===== src/rtl/tdm_fmt_pkg.sv =====
// Shared defaults and types for the TDM bit-delay reformatter.
// Assumes slot count and slot width are powers of two.
package tdm_fmt_pkg;
    localparam int DEF_SLOTS     = 8;
    localparam int DEF_SLOT_BITS = 32;

    // Tracking state: hunting for the first frame edge, or following frames
    typedef enum logic {
        ST_HUNT   = 1'b0,
        ST_LOCKED = 1'b1
    } lock_st_t;
endpackage


===== src/rtl/tdm_frame_track.sv =====
// Frame tracker: detects the rising frame edge, counts bit positions
// inside the frame, records lock after the first edge and keeps a sticky
// flag for frames of the wrong length.
// Assumes fs_last is fs_now delayed by one rising bit-clock edge.
module tdm_frame_track
    import tdm_fmt_pkg::*;
#(
    parameter int SLOTS     = DEF_SLOTS,
    parameter int SLOT_BITS = DEF_SLOT_BITS,
    localparam int FRAME_BITS = SLOTS * SLOT_BITS,
    localparam int CNT_W      = $clog2(FRAME_BITS)
) (
    input  logic             clk_bit,
    input  logic             rst_n,
    input  logic             fs_now,
    input  logic             fs_last,
    input  logic             err_clr,
    output logic [CNT_W-1:0] pos,
    output logic             locked,
    output logic             frame_err
);
    localparam logic [CNT_W-1:0] LAST_POS = CNT_W'(FRAME_BITS - 1);

    lock_st_t st;
    logic     ovr;
    logic     edge_hit;
    logic     len_bad;

    assign edge_hit = fs_now & ~fs_last;
    assign len_bad  = (pos != LAST_POS) | ovr;
    assign locked   = (st == ST_LOCKED);

    // Position counter, overrun marker and lock state
    always_ff @(posedge clk_bit) begin
        if (!rst_n) begin
            pos <= '0;
            ovr <= 1'b0;
            st  <= ST_HUNT;
        end else if (edge_hit) begin
            pos <= '0;
            ovr <= 1'b0;
            st  <= ST_LOCKED;
        end else if (pos == LAST_POS) begin
            pos <= '0;
            ovr <= 1'b1;
        end else begin
            pos <= pos + 1'b1;
        end
    end

    // Sticky frame-length error; a new error wins over a clear
    always_ff @(posedge clk_bit) begin
        if (!rst_n) begin
            frame_err <= 1'b0;
        end else if (edge_hit && locked && len_bad) begin
            frame_err <= 1'b1;
        end else if (err_clr) begin
            frame_err <= 1'b0;
        end
    end
endmodule


===== src/rtl/tdm_bit_delay.sv =====
// Data path: samples frame clock and data on the rising bit-clock edge,
// holds data one extra bit time, and launches frame clock and delayed data
// on the falling edge. Data output is gated off until the tracker locks.
module tdm_bit_delay (
    input  logic clk_bit,
    input  logic rst_n,
    input  logic fs_in,
    input  logic sd_in,
    input  logic gate_open,
    output logic fs_held,
    output logic fs_out,
    output logic sd_out
);
    logic sd_q;
    logic sd_qq;

    // Capture stage plus the one-bit data delay register
    always_ff @(posedge clk_bit) begin
        if (!rst_n) begin
            fs_held <= 1'b0;
            sd_q    <= 1'b0;
            sd_qq   <= 1'b0;
        end else begin
            fs_held <= fs_in;
            sd_q    <= sd_in;
            sd_qq   <= sd_q;
        end
    end

    // Launch stage on the falling edge, as the receiver expects
    always_ff @(negedge clk_bit) begin
        if (!rst_n) begin
            fs_out <= 1'b0;
            sd_out <= 1'b0;
        end else begin
            fs_out <= fs_held;
            sd_out <= sd_qq & gate_open;
        end
    end
endmodule


===== src/rtl/tdm_delay_fmt.sv =====
// Top: converts a left-justified TDM stream to delay-by-one framing.
// The frame clock gains one bit of latency; the data gains two, so each
// MSB moves one bit time behind its frame edge. Debug position outputs
// describe the most recently sampled input bit.
// Assumes SLOTS and SLOT_BITS are powers of two.
module tdm_delay_fmt
    import tdm_fmt_pkg::*;
#(
    parameter int SLOTS     = DEF_SLOTS,
    parameter int SLOT_BITS = DEF_SLOT_BITS,
    localparam int FRAME_BITS = SLOTS * SLOT_BITS,
    localparam int CNT_W      = $clog2(FRAME_BITS),
    localparam int SLOT_W     = $clog2(SLOTS),
    localparam int BIT_W      = $clog2(SLOT_BITS)
) (
    input  logic              clk_bit,
    input  logic              rst_n,
    input  logic              err_clr,
    input  logic              fs_in,
    input  logic              sd_in,
    output logic              fs_out,
    output logic              sd_out,
    output logic [SLOT_W-1:0] slot_idx,
    output logic [BIT_W-1:0]  bit_idx,
    output logic              frame_err
);
    logic             fs_held;
    logic             locked;
    logic [CNT_W-1:0] pos;

    tdm_bit_delay u_delay (
        .clk_bit   (clk_bit),
        .rst_n     (rst_n),
        .fs_in     (fs_in),
        .sd_in     (sd_in),
        .gate_open (locked),
        .fs_held   (fs_held),
        .fs_out    (fs_out),
        .sd_out    (sd_out)
    );

    tdm_frame_track #(
        .SLOTS     (SLOTS),
        .SLOT_BITS (SLOT_BITS)
    ) u_track (
        .clk_bit   (clk_bit),
        .rst_n     (rst_n),
        .fs_now    (fs_in),
        .fs_last   (fs_held),
        .err_clr   (err_clr),
        .pos       (pos),
        .locked    (locked),
        .frame_err (frame_err)
    );

    assign slot_idx = pos[CNT_W-1 -: SLOT_W];
    assign bit_idx  = pos[BIT_W-1:0];
endmodule


===== config.mk =====
export PLATFORM = sky130hd
export DESIGN_NAME = tdm_delay_fmt
export DESIGN_NICKNAME = d
export VERILOG_FILES = /design/src/rtl/tdm_fmt_pkg.sv /design/src/rtl/tdm_frame_track.sv /design/src/rtl/tdm_bit_delay.sv /design/src/rtl/tdm_delay_fmt.sv
export SDC_FILE = /design/constraint.sdc
export NUM_CORES = 1
export LEC_CHECK = 0
export BUFFER_PORTS_ARGS = -buffer_cell sky130_fd_sc_hd__buf_2
export CORE_MARGIN = 10
export CORE_UTILIZATION = 40
export DETAILED_ROUTE_END_ITERATION = 7
export PLACE_DENSITY = 0.66
export SLEW_MARGIN = 10
export SYNTH_ARGS = -nofsm -noshare
export SYNTH_HDL_FRONTEND = slang
export SYNTH_SLANG_ARGS = --single-unit

===== constraint.sdc =====
create_clock -name clk_bit -period 1.3 [get_ports clk_bit]
set_input_delay 0.26 -clock clk_bit [delete_from_list [all_inputs] [get_ports clk_bit]]
set_output_delay 0.26 -clock clk_bit [all_outputs]
set_load 0.02 [all_outputs]

==> results.md, run 1 <==
- The flow ran to the end, but the final reports show violations.
- The checks that failed: setup timing.
- The die is 58.6 um wide.
- The number of antenna violations at the first check in global routing is 0.
- The data arrival time of the critical path is 1.42 ns.
- In the synthesized netlist the dominant register cell turns out to be dfxtp_1.
- The initial standard-cell utilization of the core is between 40 and 50%.
- In this run the core area contains 13 standard-cell rows.
- After synthesis, the netlist uses 24 different library cells.
- The worst path setup slack after routing is -0.378 ns.
- The maximum number of pins on one net before global-route repair is 10.
- In this run the tightest slew margin relative to its limit is 73.1%.
- The commonest cells after synthesis are 16 x dfxtp_1, 4 x a21oi_1, 4 x and2_1.
- The signal on the critical path passes through buf_6.
- The deepest level of the CTS H-tree is 1.
- The maximum fanout encountered on the critical timing path is 1.
- Counting both buffers and inverters, the worst setup path holds a total of 1.
- The routed design has between 1 and 1.5 mm of wire.
- The via density per instance is between 4 and 5.
- Buffers placed on the I/O ports in this run total 15.
- Hold is met by around 0.18 ns.
- For this design the ratio of total power to cell area is between 1000 and 1500 nW/um2.
- Setup repair after global routing could not meet its margin everywhere.
- For this block, the initial DRC count from the detailed router was 3.
- The number of enable-type register cells in the synthesized netlist is 0.
- The wire length of the first global-routing pass is a little over 2 mm.
- The nature of the critical path startpoint is a flip-flop.
- The die area is ~3400 um2.
- Summed over all instances, the cell type with the most area after synthesis is dfxtp_1.
- The post-route core utilization is 60.2%.
- The most common cell in the netlist is dfxtp_1.
- The count of placed standard cells including taps is 94.
- For this design, the CTS-stage hold fixing added 0 buffers.
- The flip-flop count of the largest register after layout is 8.
- After detailed routing, the average wire length per cell comes to approximately 13 um.
- In the routed design, unresolved DRC markers number 0.
- For this design the static power due to leakage is approximately 0.32 nW.
- The kind of capture point of the worst setup path is an output pin.
- The worst clock skew on the final layout is roughly 0.062 ns.
- The total via count after detailed routing is roughly 500.
- The via count of the first global-routing pass was ~460.
- The required time at the worst-slack endpoint is 1.04 ns.
- The layout-stage area growth over the synthesis result is 36.6%.
- 16 I/O pins were placed.
- The average instance area after synthesis is slightly below 10 um2.
- The number of standard cells in the final layout excluding fillers is between 90 and 100.
- The placeable core region is 1350 um2.
- After global routing the overflow that remains totals 0.
- The register bit count reported by yosys is 16.
- At the later pin of the worst-skew pair, clock insertion delay measures ~0.34 ns.
- In the final layout, the share of cells above drive strength 1 is a little under half.
- The Yosys warning count is 0.
- The post-synthesis cell count is 60.
- Counting along the longest clock path gives a buffer depth of 2.
- The final-report max-slew violation count came to 0.
- The register with the most flip-flops is u_track.pos.
- After synthesis, the share of flip-flops with an asynchronous set or reset is 0%.
- The first TritonRoute pass finished after 4 iterations.
- The number of antenna cells inserted is 0.
- The overall routing resource usage is around 7.6%.
- The clock net in this run drives a total of 16 sinks.
- The cell at the slowest stage of the critical path is dfxtp_2.
- At the pin with the least slew margin, the transition time is between 0.4 and 0.5 ns.
- In the final design database the tool counted 91 nets.
- The HPWL after detailed placement is slightly above 900 um.
- The CTS tree is done.
- The share of synthesized area in the top cell type comes to a little over half.
- The critical path class is reg2out.
- The number of max-capacitance violations reported is 0.
- The synthesized cell area is about 600 um2.
- Fill cells in the final layout number around 120.
- The number of failing setup endpoints in the final timing report is 2.
- For this run, the slowest stage of the critical path takes approximately 0.3 ns.
- The final design instance area without fill is approximately 800 um2.
- The classification of the worst-slack hold path is in2reg.
- The post-layout total power is 0.871 mW.
- The worst-case vdd ir drop is 0.719 mV.
- The congestion estimate from routability-driven global placement came to 0.774.
- The count of antenna-violating nets left after detailed routing is 0.
- After detailed placement, the total cell area comes to 736 um2.
- The share of the Yosys chip area taken by registers is between 50 and 60%.
- Clock tree synthesis inserted a total of 3 buffers.
- Sorting the synthesized cells by area gives the leading types as dfxtp_1 54%, and2_1 4.2%, a21oi_1 3.4%.
- The clock transition at the registers of the reported paths is 0.10 ns.
- Grouping stages by cell kind, the critical path spends the most delay in flip-flops.
- The number of nets in the synthesized netlist is between 60 and 70.
- The root buffer cell chosen for the clock tree is clkbuf_4.
- The chip height is ~59 um.
- The number of hold-slack violations in the final timing report is 0.
-- worst paths after layout --
path | from | end | slack, ns | cells past startpoint
worst max-delay path | u_delay.fs_out | fs_out | -0.38 | 1
worst min-delay path | fs_in | u_delay.fs_held | 0.18 | 2
worst max register to register | u_track.pos[0] | u_track.pos[5] | 0.05 | 4
worst min register to register | u_delay.sd_q | u_delay.sd_qq | 0.45 | 1
-- layout make-up --
type	count	area, um2	share of cell area [%]
multi-input combinational	40	298	36.6
sequential	16	329	40.5
clock inverter	3	12.5	1.54
tap	15	18.8	2.31
clock buffer	3	22.5	2.77
inverter	2	7.51	0.923
timing repair buffer	20	125	15.4
-- cell usage in the layout (no fill, tap or decap), types with 2 or more instances in the layout --
master    count
nor2b_1       2
nor3b_1       2
dfxtp_2       4
buf_2        13
nand4_1       2
inv_1         4
o21ba_2       2
o21ai_0       2
buf_6         2
nand2_1       2
nand3_1       2
dfxtp_1      11
a21oi_1       3
xnor2_1       2
clkbuf_4      3
and2_1        4
buf_4         5
nor2_1        3
-- power by group --
part | internal [mW] | total [mW] | leakage, nW | switching, mW
Combinational | 0.0333 | 0.0664 | 0.165 | 0.0331
Clock | 0.121 | 0.288 | 0.0245 | 0.168
Sequential | 0.505 | 0.516 | 0.133 | 0.0107
Total | 0.659 | 0.871 | 0.323 | 0.212
-- cells by family (layout without fill, tap and decap cells) --
family / Yosys count / count (layout) / share of synthesized area, %
muxes: 1 / 1 / 1.89
DFF: 16 / 16 / 53.8
xor gates and xnor gates: 2 / 2 / 2.94
buffers and inverters: 4 / 28 / 2.73
adders and majority gates: 1 / 1 / 2.10
and+or+nand+nor: 25 / 25 / 23.5
AOI/OAI and AO/OA: 11 / 11 / 13.0
-- routing by layer --
metal / wire length (um) / global-route usage (%)
met5: 0 / 0
met4: 13 / 2.95
met3: 114 / 5.79
met2: 569 / 11.2
met1: 546 / 8.09
-- stage by stage --
stage	setup TNS (ns)	setup slack (ns)
floorplan	-0.00861	-0.00861
global placement	-0.0923	-0.0464
detailed placement	-0.0988	-0.0535
CTS	-0.774	-0.390
global route	-0.844	-0.417
finish	-0.755	-0.378
-- timing repair --
action	4_1_cts	5_1_grt
gates resized for setup	4	6
buffers inserted	0	0
endpoints found under the setup margin	2	5
Power figures use the tool's default switching activity.
==> run 2, diff against run 1 <==
- ABC_AREA: unset -> 1
- CORE_UTILIZATION: 40 -> 25
- PLACE_DENSITY: 0.66 -> unset
==> run 2 against run 1 <==
The flow still finishes with violations (setup timing). Highest routed layer unchanged. Sequential share of layout area is 2.0 points lower. Clock skew is 0.00069 ns lower. Area after synthesis is 9.5% higher. Critical path type unchanged. Critical endpoint unchanged. Die area is 47% higher. Largest cell class unchanged.
==> results.md, run 2 <==
- The flow ran to the end, but the final reports show violations.
- The checks that failed: setup timing.
- The data arrival time of the critical path is 1.43 ns (about the same).
- TritonCTS built the clock tree.
- The area taken by flip-flops and latches came to 323 um2 (-1.9%).
- The total internal power was 0.657 mW (-0.27%).
- The worst clock skew on the final layout is 0.0616 ns (-0.000687 ns).
- The maximum number of pins on one net before global-route repair is 10 (unchanged).
- The initial standard-cell utilization of the core was 26.3% (-18 points).
- The final-report max-slew violation count is 0 (unchanged).
- The hold slack is 0.154 ns (-0.0227 ns).
- The wire length of the first global-routing pass was 2.20 mm (+7.1%).
- The die area is 5050 um2 (+47%).
- The tree is rooted in a clkbuf_4.
- After synthesis, the most frequently instantiated cells are 16 x dfxtp_1, 15 x inv_1, 15 x nand2_1, 10 x nor2_1.
- The fraction of power spent switching nets is 25.4% (+1.1 points).
- The hold path startpoint is sd_in.
- The number of remaining DRC errors is 0 (unchanged).
- The worst hold path terminates at u_delay.sd_q.
- The clock sink count came to 16 (unchanged).
- The worst reg-to-reg setup slack is 0.14 ns (+0.09 ns).
- The total wire length after detailed routing is 1.23 mm (-0.80%).
- The largest stage delay on the critical path is 0.31 ns (about the same).
- The via count of the first global-routing pass is 520 (+12%).
- The clock tree buffer depth is 2 (unchanged).
- The required time at the worst-slack endpoint is 1.04 ns (about the same).
- The number of detailed-route iterations in the first pass is 4 (unchanged).
- The register bit count reported by yosys is 16 (unchanged).
- The relative contribution of the clock network to total power was 33.3% (+0.2 points).
- The critical path goes through buf_6.
- The sum of net half-perimeters after detailed placement came to 960 um (+3.3%).
- The Yosys warning count came to 0 (unchanged).
- The worst setup path is launched from a flip-flop.
- The number of max-capacitance violations reported is 0 (unchanged).
- Setup repair after global routing could not meet its margin everywhere.
- The proportion of register bits with asynchronous set or reset after synthesis came to 0% (unchanged).
- The number of setup buffers added after CTS was 0 (unchanged).
- The synthesized cell area is 652 um2 (+9.5%).
- The number of library cell types mapped by synthesis came to 19 (-21%).
- The actual transition at the worst max-transition pin is 0.188 ns (-0.216 ns).
- The count of pins on the block boundary came to 16 (unchanged).
- The area growth from synthesis to layout is 28.6%.
- The most common cell in the synthesized netlist is dfxtp_1.
- The combinational fraction of design power was 8.6% (+1.0 points).
- By startpoint and endpoint, the worst setup path is classified as reg2out.
- The cell depth of the worst min-delay path was 3 (+1).
- The kind of cell with the highest combined delay along the critical path is flip-flops.
- The insertion delay of the later-clocked pin in the worst-skew pair is 0.35 ns (about the same).
- The library cell with the largest summed area after synthesis is dfxtp_1.
- The worst register-to-register path begins at u_track.pos[1].
- The worst setup path is captured at an output pin.
- The number of hold-slack violations in the final timing report is 0 (unchanged).
- The number of nets in the finished design is 109 (+20%).
- The residual overflow from global routing is 0 (unchanged).
- The number of failing setup endpoints in the final timing report is 2 (unchanged).
- In the layout the commonest cells are 16 x inv_1, 15 x nand2_1, 14 x dfxtp_1, 13 x buf_2, 10 x nor2_1.
- The leakage power of the design is 0.391 nW (+21%).
- The number of antenna violations at the first check in global routing is 0 (unchanged).
- Ranked by total cell area, the synthesized netlist is headed by dfxtp_1 49%, inv_1 8.6%, nand2_1 8.6%.
- The sequential-to-total area share from yosys stat was 49.1% (-4.6 points).
- The worst-case vdd ir drop is 0.492 mV (-32%).
- The routed length per instance is 9.34 um (-26%).
- The power spent charging and discharging nets is 0.224 mW (+5.9%).
- The iteration-0 DRC count of the detailed router is 25 (+22).
- The deepest level of the CTS H-tree came to 1 (unchanged).
- The depth of the worst register-to-register path is 6 (+2).
- The hold-fix buffer count after cts is 0 (unchanged).
- The worst path setup slack after routing is -0.387 ns (-0.00807 ns).
- The flip-flop count of the largest register after layout is 8 (unchanged).
- The number of enable-type register cells in the synthesized netlist was 0 (unchanged).
- The sequential cell fraction of total power is 58.1% (-1.1 points).
- The share of cells above drive strength 1 is 32.4% (-13 points).
- The number of antenna cells inserted is 0 (unchanged).
- The number of fillers in the final layout is 271 (+120%).
- The cell at the slowest stage of the critical path is dfxtp_2.
- The overall routing resource usage is 5.35% (-2.3 points).
- More flip-flops sit in one register than any other, and that register is u_track.pos.
- The power density of the placed cells is 1050 nW/um2 (-1.8%).
- The routability congestion estimate from global placement came to 0.861 (+11%).
- The area taken by multi-input logic gates came to 277 um2 (-7.1%).
- The most frequent standard cell in the layout excluding fill and tap cells is inv_1.
- The endpoint of the most critical register-to-register path is u_track.pos[6].
- The chip height is 71.1 um (+21%).
- The count of input and output buffers is 15 (unchanged).
- The row count is 18 (+5).
- The post-synthesis cell count came to 79 (+32%).
- The count of antenna-violating nets left after detailed routing is 0 (unchanged).
- The placeable core region was 2480 um2 (+84%).
- The average instance area after synthesis was 8.25 um2 (-17%).
- The number of nets in the synthesized netlist is 85 (+29%).
- The horizontal die dimension is 71.1 um (+21%).
- The total buffers and inverters traversed by the critical path is 1 (unchanged).
- The relative max-transition margin is 87.5% (+14 points).
- The clock transition at the registers of the reported paths is 0.10 ns (about the same).
- The most critical setup path has its startpoint at u_delay.fs_out.
- The area share of the largest cell type after synthesis came to 49.1% (-4.6 points).
- The post-layout total power is 0.881 mW (+1.2%).
- The via density per instance is 3.94 (-21%).
- The total via count after detailed routing is 520 (+5.5%).
- The primary flip-flop cell chosen by synthesis mapping is dfxtp_1.
- The maximum fanout encountered on the critical timing path is 1 (unchanged).
- The classification of the worst-slack hold path is in2reg.
- The number of buffers created by CTS was 3 (unchanged).
run 2: changes by cell type after synthesis, sizes merged, moves of 4 or more:
cell   change
inv       +13
nor2      +11
and2       -4
nand2     +15
run 2: worst max path at each step:
stage	slack (ns)	cells past startpoint	end
floorplan	0.04	0	fs_out
global placement	-0.05	1	sd_out
detailed placement	-0.05	1	fs_out
CTS	-0.40	1	fs_out
global route	-0.44	1	fs_out
finish	-0.39	1	fs_out
run 2: logic make-up after synthesis:
group | Yosys count | synth area share, %
AOI/OAI and AO/OA | 6 | 4.99
xor gates and xnor gates | 2 | 2.69
adders and majority gates | 1 | 1.92
buffers and inverters | 16 | 9.21
DFF | 16 | 49.1
and+or+nand+nor | 38 | 32.1
run 2: worst reg2reg max path, cell delays in order (launching register included):
cell,delay (ns)
dfxtp_1,0.38
ha_1,0.20
nand2_1,0.10
nor2_4,0.12
nand2_2,0.09
nand2_4,0.11
a21oi_1,0.05
run 2: power by group through the flow:
stage	Clock (mW)	Sequential (mW)	Combinational, mW
2_1_floorplan	0.0145	0.533	0.0375
3_3_place_gp	0.0145	0.523	0.0743
3_5_place_dp	0.0145	0.523	0.0753
4_1_cts	0.311	0.513	0.0774
5_1_grt	0.340	0.514	0.0859
6_report	0.293	0.512	0.0759
run 2: final cells by class:
class / instances / share of cell area (%)
multi-input combinational: 47 / 33.0
clock inverter: 3 / 1.49
inverter: 15 / 6.72
sequential: 16 / 38.5
clock buffer: 3 / 2.69
tap: 30 / 4.48
timing repair buffer: 18 / 13.1
run 2: what timing repair did:
action                                  CTS  global route
endpoints found under the setup margin    2             4
resized for setup                         4             1
cloned                                    0             0
run 2: per-layer routing:
metal / wire, um / vias to the layer above / global-route usage, %
met2: 520 / 12 / 7.72
met1: 615 / 221 / 6.19
met5: 0 / - / 0
li1: - / 285 / -
met3: 65 / 2 / 1.39
met4: 31 / 0 / 5.16
run 2: through the flow:
stage          utilization, %  setup TNS (ns)  std cells  area (um2)  worst slack, ns
2_1_floorplan               -               0         79         654           0.0390
6_report                 33.8          -0.760        132         838           -0.387
4_1_cts                  33.6          -0.791        132         833           -0.401
5_1_grt                  33.8          -0.851        132         838           -0.444
3_3_place_gp             31.9         -0.0943        127         790          -0.0472
3_5_place_dp             31.9          -0.101        127         790          -0.0535
==> run 3, diff against run 2 <==
- PLACE_DENSITY: unset -> 0.55
==> run 3 against run 2 <==
The flow still finishes with violations (setup timing). Utilization is 0.20 points lower. Clock skew fell by 0.0036 ns. Sequential power barely moved. Global-route usage about the same. Flip-flop and latch count stayed put. First-iteration DRC count fell by 60%. Setup slack improved by 0.012 ns. Non-clock buffer count stayed put. Via count grew 1.7%. Worst hold slack better by 0.0037 ns. Largest power group unchanged.
==> results.md, run 3 (synthesis results as in run 2) <==
- The run finished, with violations left.
- The final reports fail on setup timing.
- The final design instance area without fill is 833 um2 (-0.60%).
- The horizontal die dimension is 71.1 um (unchanged).
- The critical path class is reg2out.
- The path class of the tightest hold or removal check is in2reg.
- The actual transition at the worst max-transition pin is 0.179 ns (-0.00828 ns).
- The library cells used most frequently in the layout, excluding fill and tap cells, are 16 x inv_1, 15 x nand2_1, 14 x dfxtp_1, 13 x buf_2, 10 x nor2_1.
- The global-route met1 utilization is 6.74% (+0.55 points).
- The deepest level of the CTS H-tree is 1 (unchanged).
- The CTS tree is done.
- The required time at the worst-slack endpoint is 1.04 ns (about the same).
- The row count is 18 (unchanged).
- The signal on the critical path passes through buf_6.
- The register with the most flip-flops in the final layout is u_track.pos.
- The maximum fanout encountered on the critical timing path is 1 (unchanged).
- The depth of the worst register-to-register path is 6 (unchanged).
- The number of buffers created by CTS came to 3 (unchanged).
- The leakage power of the design was 0.390 nW (about the same).
- The count of antenna-violating nets left after detailed routing came to 0 (unchanged).
- The met2 routing resource usage after global routing was 7.62% (-0.099 points).
- The hold-fix buffer count after cts was 0 (unchanged).
- The largest stage delay on the critical path is 0.31 ns (about the same).
- The share of cells above drive strength 1 is 32.4% (unchanged).
- The count of pins on the block boundary is 16 (unchanged).
- The routed length per instance is 9.04 um (-3.2%).
- The number of nets in the finished design is 109 (unchanged).
- The maximum number of pins on one net before global-route repair was 10 (unchanged).
- The post-layout total power is 0.881 mW (about the same).
- The slowest stage of the critical path belongs to the cell dfxtp_2.
- The total via count after detailed routing is 529 (+1.7%).
- The relative max-transition margin is 88.0% (+0.55 points).
- The die area is 5050 um2 (unchanged).
- The number of detailed-route iterations in the first pass is 3 (-1).
- The via density per instance is 4.01 (+1.7%).
- The total wire length after detailed routing was 1.19 mm (-3.2%).
- The path with the worst hold slack has its endpoint at u_delay.sd_q.
- The number of remaining DRC errors is 0 (unchanged).
- The power density of the placed cells came to 1060 nW/um2 (+0.58%).
- STA classifies the critical path endpoint as an output pin.
- The worst reg-to-reg setup slack is 0.12 ns (-0.02 ns).
- In this run the critical register-to-register path is captured at u_track.pos[4].
- The overall routing resource usage is 5.33% (-0.028 points).
- The startpoint of the worst-slack reg-to-reg timing path is u_track.pos[1].
- The routability congestion estimate from global placement came to 0.770 (-11%).
- The data arrival time of the critical path was 1.41 ns (-0.02 ns).
- The post-detailed-placement cell area is 790 um2 (unchanged).
- Tracing the worst setup path back leads to its startpoint at u_delay.sd_out.
- The worst clock skew on the final layout came to 0.0580 ns (-0.00358 ns).
- The iteration-0 DRC count of the detailed router is 10 (-60%).
- The gate family responsible for the most delay along the worst path is flip-flops.
- The via count of the first global-routing pass is 543 (+4.4%).
- The wire length of the first global-routing pass is 2.25 mm (+2.2%).
- The worst path setup slack after routing is -0.375 ns (+0.0119 ns).
- In this run the most critical hold path is launched from sd_in.
- The initial standard-cell utilization of the core was 26.3% (unchanged).
- The pre-CTS setup slack was -0.0507 ns (+0.00280 ns).
- The clock tree root driver cell is clkbuf_4.
- The cell depth of the worst min-delay path is 3 (unchanged).
- The most frequent standard cell in the layout excluding fill and tap cells is inv_1.
- The nature of the critical path startpoint is a flip-flop.
- The total buffers and inverters traversed by the critical path is 1 (unchanged).
- Setup repair after global routing could not meet its margin everywhere.
- The layout-stage area growth over the synthesis result is 27.8%.
- The number of fillers in the final layout is 272 (+0.37%).
- The clock sink count came to 16 (unchanged).
- The busiest metal layer after global routing is met2.
- The number of antenna cells inserted is 0 (unchanged).
- The number of antenna violations at the first check in global routing is 0 (unchanged).
- The flip-flop count of the largest register after layout is 8 (unchanged).
- The clock transition at the registers of the reported paths came to 0.10 ns (about the same).
- The worst-case vdd ir drop was 0.627 mV (+27%).
- The chip height is 71.1 um (unchanged).
- The residual overflow from global routing is 0 (unchanged).
- The post-route core utilization is 33.6% (-0.20 points).
- The sum of net half-perimeters after detailed placement came to 983 um (+2.3%).
- The number of hold-slack violations in the final timing report is 0 (unchanged).
- The number of max-capacitance violations reported came to 0 (unchanged).
- The number of failing setup endpoints in the final timing report came to 2 (unchanged).
- The number of standard cells in the final layout excluding fillers is 132 (unchanged).
- The insertion delay of the later-clocked pin in the worst-skew pair came to 0.34 ns (about the same).
- The routing usage on met3 is 2.09% (+0.70 points).
- The count of placed standard cells including taps is 127 (unchanged).
- The placeable core region was 2480 um2 (unchanged).
- The count of input and output buffers was 15 (unchanged).
- The number of setup buffers added after CTS is 0 (unchanged).
- The final-report max-slew violation count is 0 (unchanged).
- The clock tree buffer depth came to 2 (unchanged).
## run 3: cell counts in the layout (fill, tap and decap cells not counted)
Identical to the previous run, type by type.
## run 3: where the power goes
group          switching, mW  internal, mW
Sequential           0.00726         0.505
Clock                  0.172         0.120
Combinational         0.0442        0.0318
## run 3: repair_timing
action / CTS / global route
gates resized for setup: 4 / 0
gates cloned: 0 / 0
endpoints found under the setup margin: 2 / 2
## run 3: worst max path at each step
stage	to	slack, ns	depth (start not counted)
after detailed placement	sd_out	-0.05	1
final	sd_out	-0.37	1
after global placement	sd_out	-0.05	1
after floorplan	fs_out	0.04	0
after CTS	sd_out	-0.39	1
after global routing	sd_out	-0.42	1
## run 3: layer usage
layer	vias to the layer above	share of wire [%]	routed length, um
met5	-	0	0
met4	0	0.75	9
met3	2	4.9	59
met2	9	44	522
met1	233	50	602
li1	285	-	-
## run 3: through the flow
stage	setup TNS, ns	hold slack [ns]
floorplan	0	0.353
global placement	-0.0944	0.393
detailed placement	-0.0984	0.404
CTS	-0.766	0.150
global route	-0.819	0.166
finish	-0.744	0.158
## run 3: cell type report
type | instances | area [um2] | area share (%)
sequential | 16 | 323 | 38.7
multi-input combinational | 47 | 272 | 32.6
clock inverter | 3 | 12.5 | 1.50
clock buffer | 3 | 22.5 | 2.70
inverter | 15 | 56.3 | 6.76
tap | 30 | 37.5 | 4.50
timing repair buffer | 18 | 110 | 13.2
## run 3: worst min-delay path, delay by kind of cell
kind                   cells  cell delay, ns
buffers and inverters      2            0.12
and+or+nand+nor            1            0.04
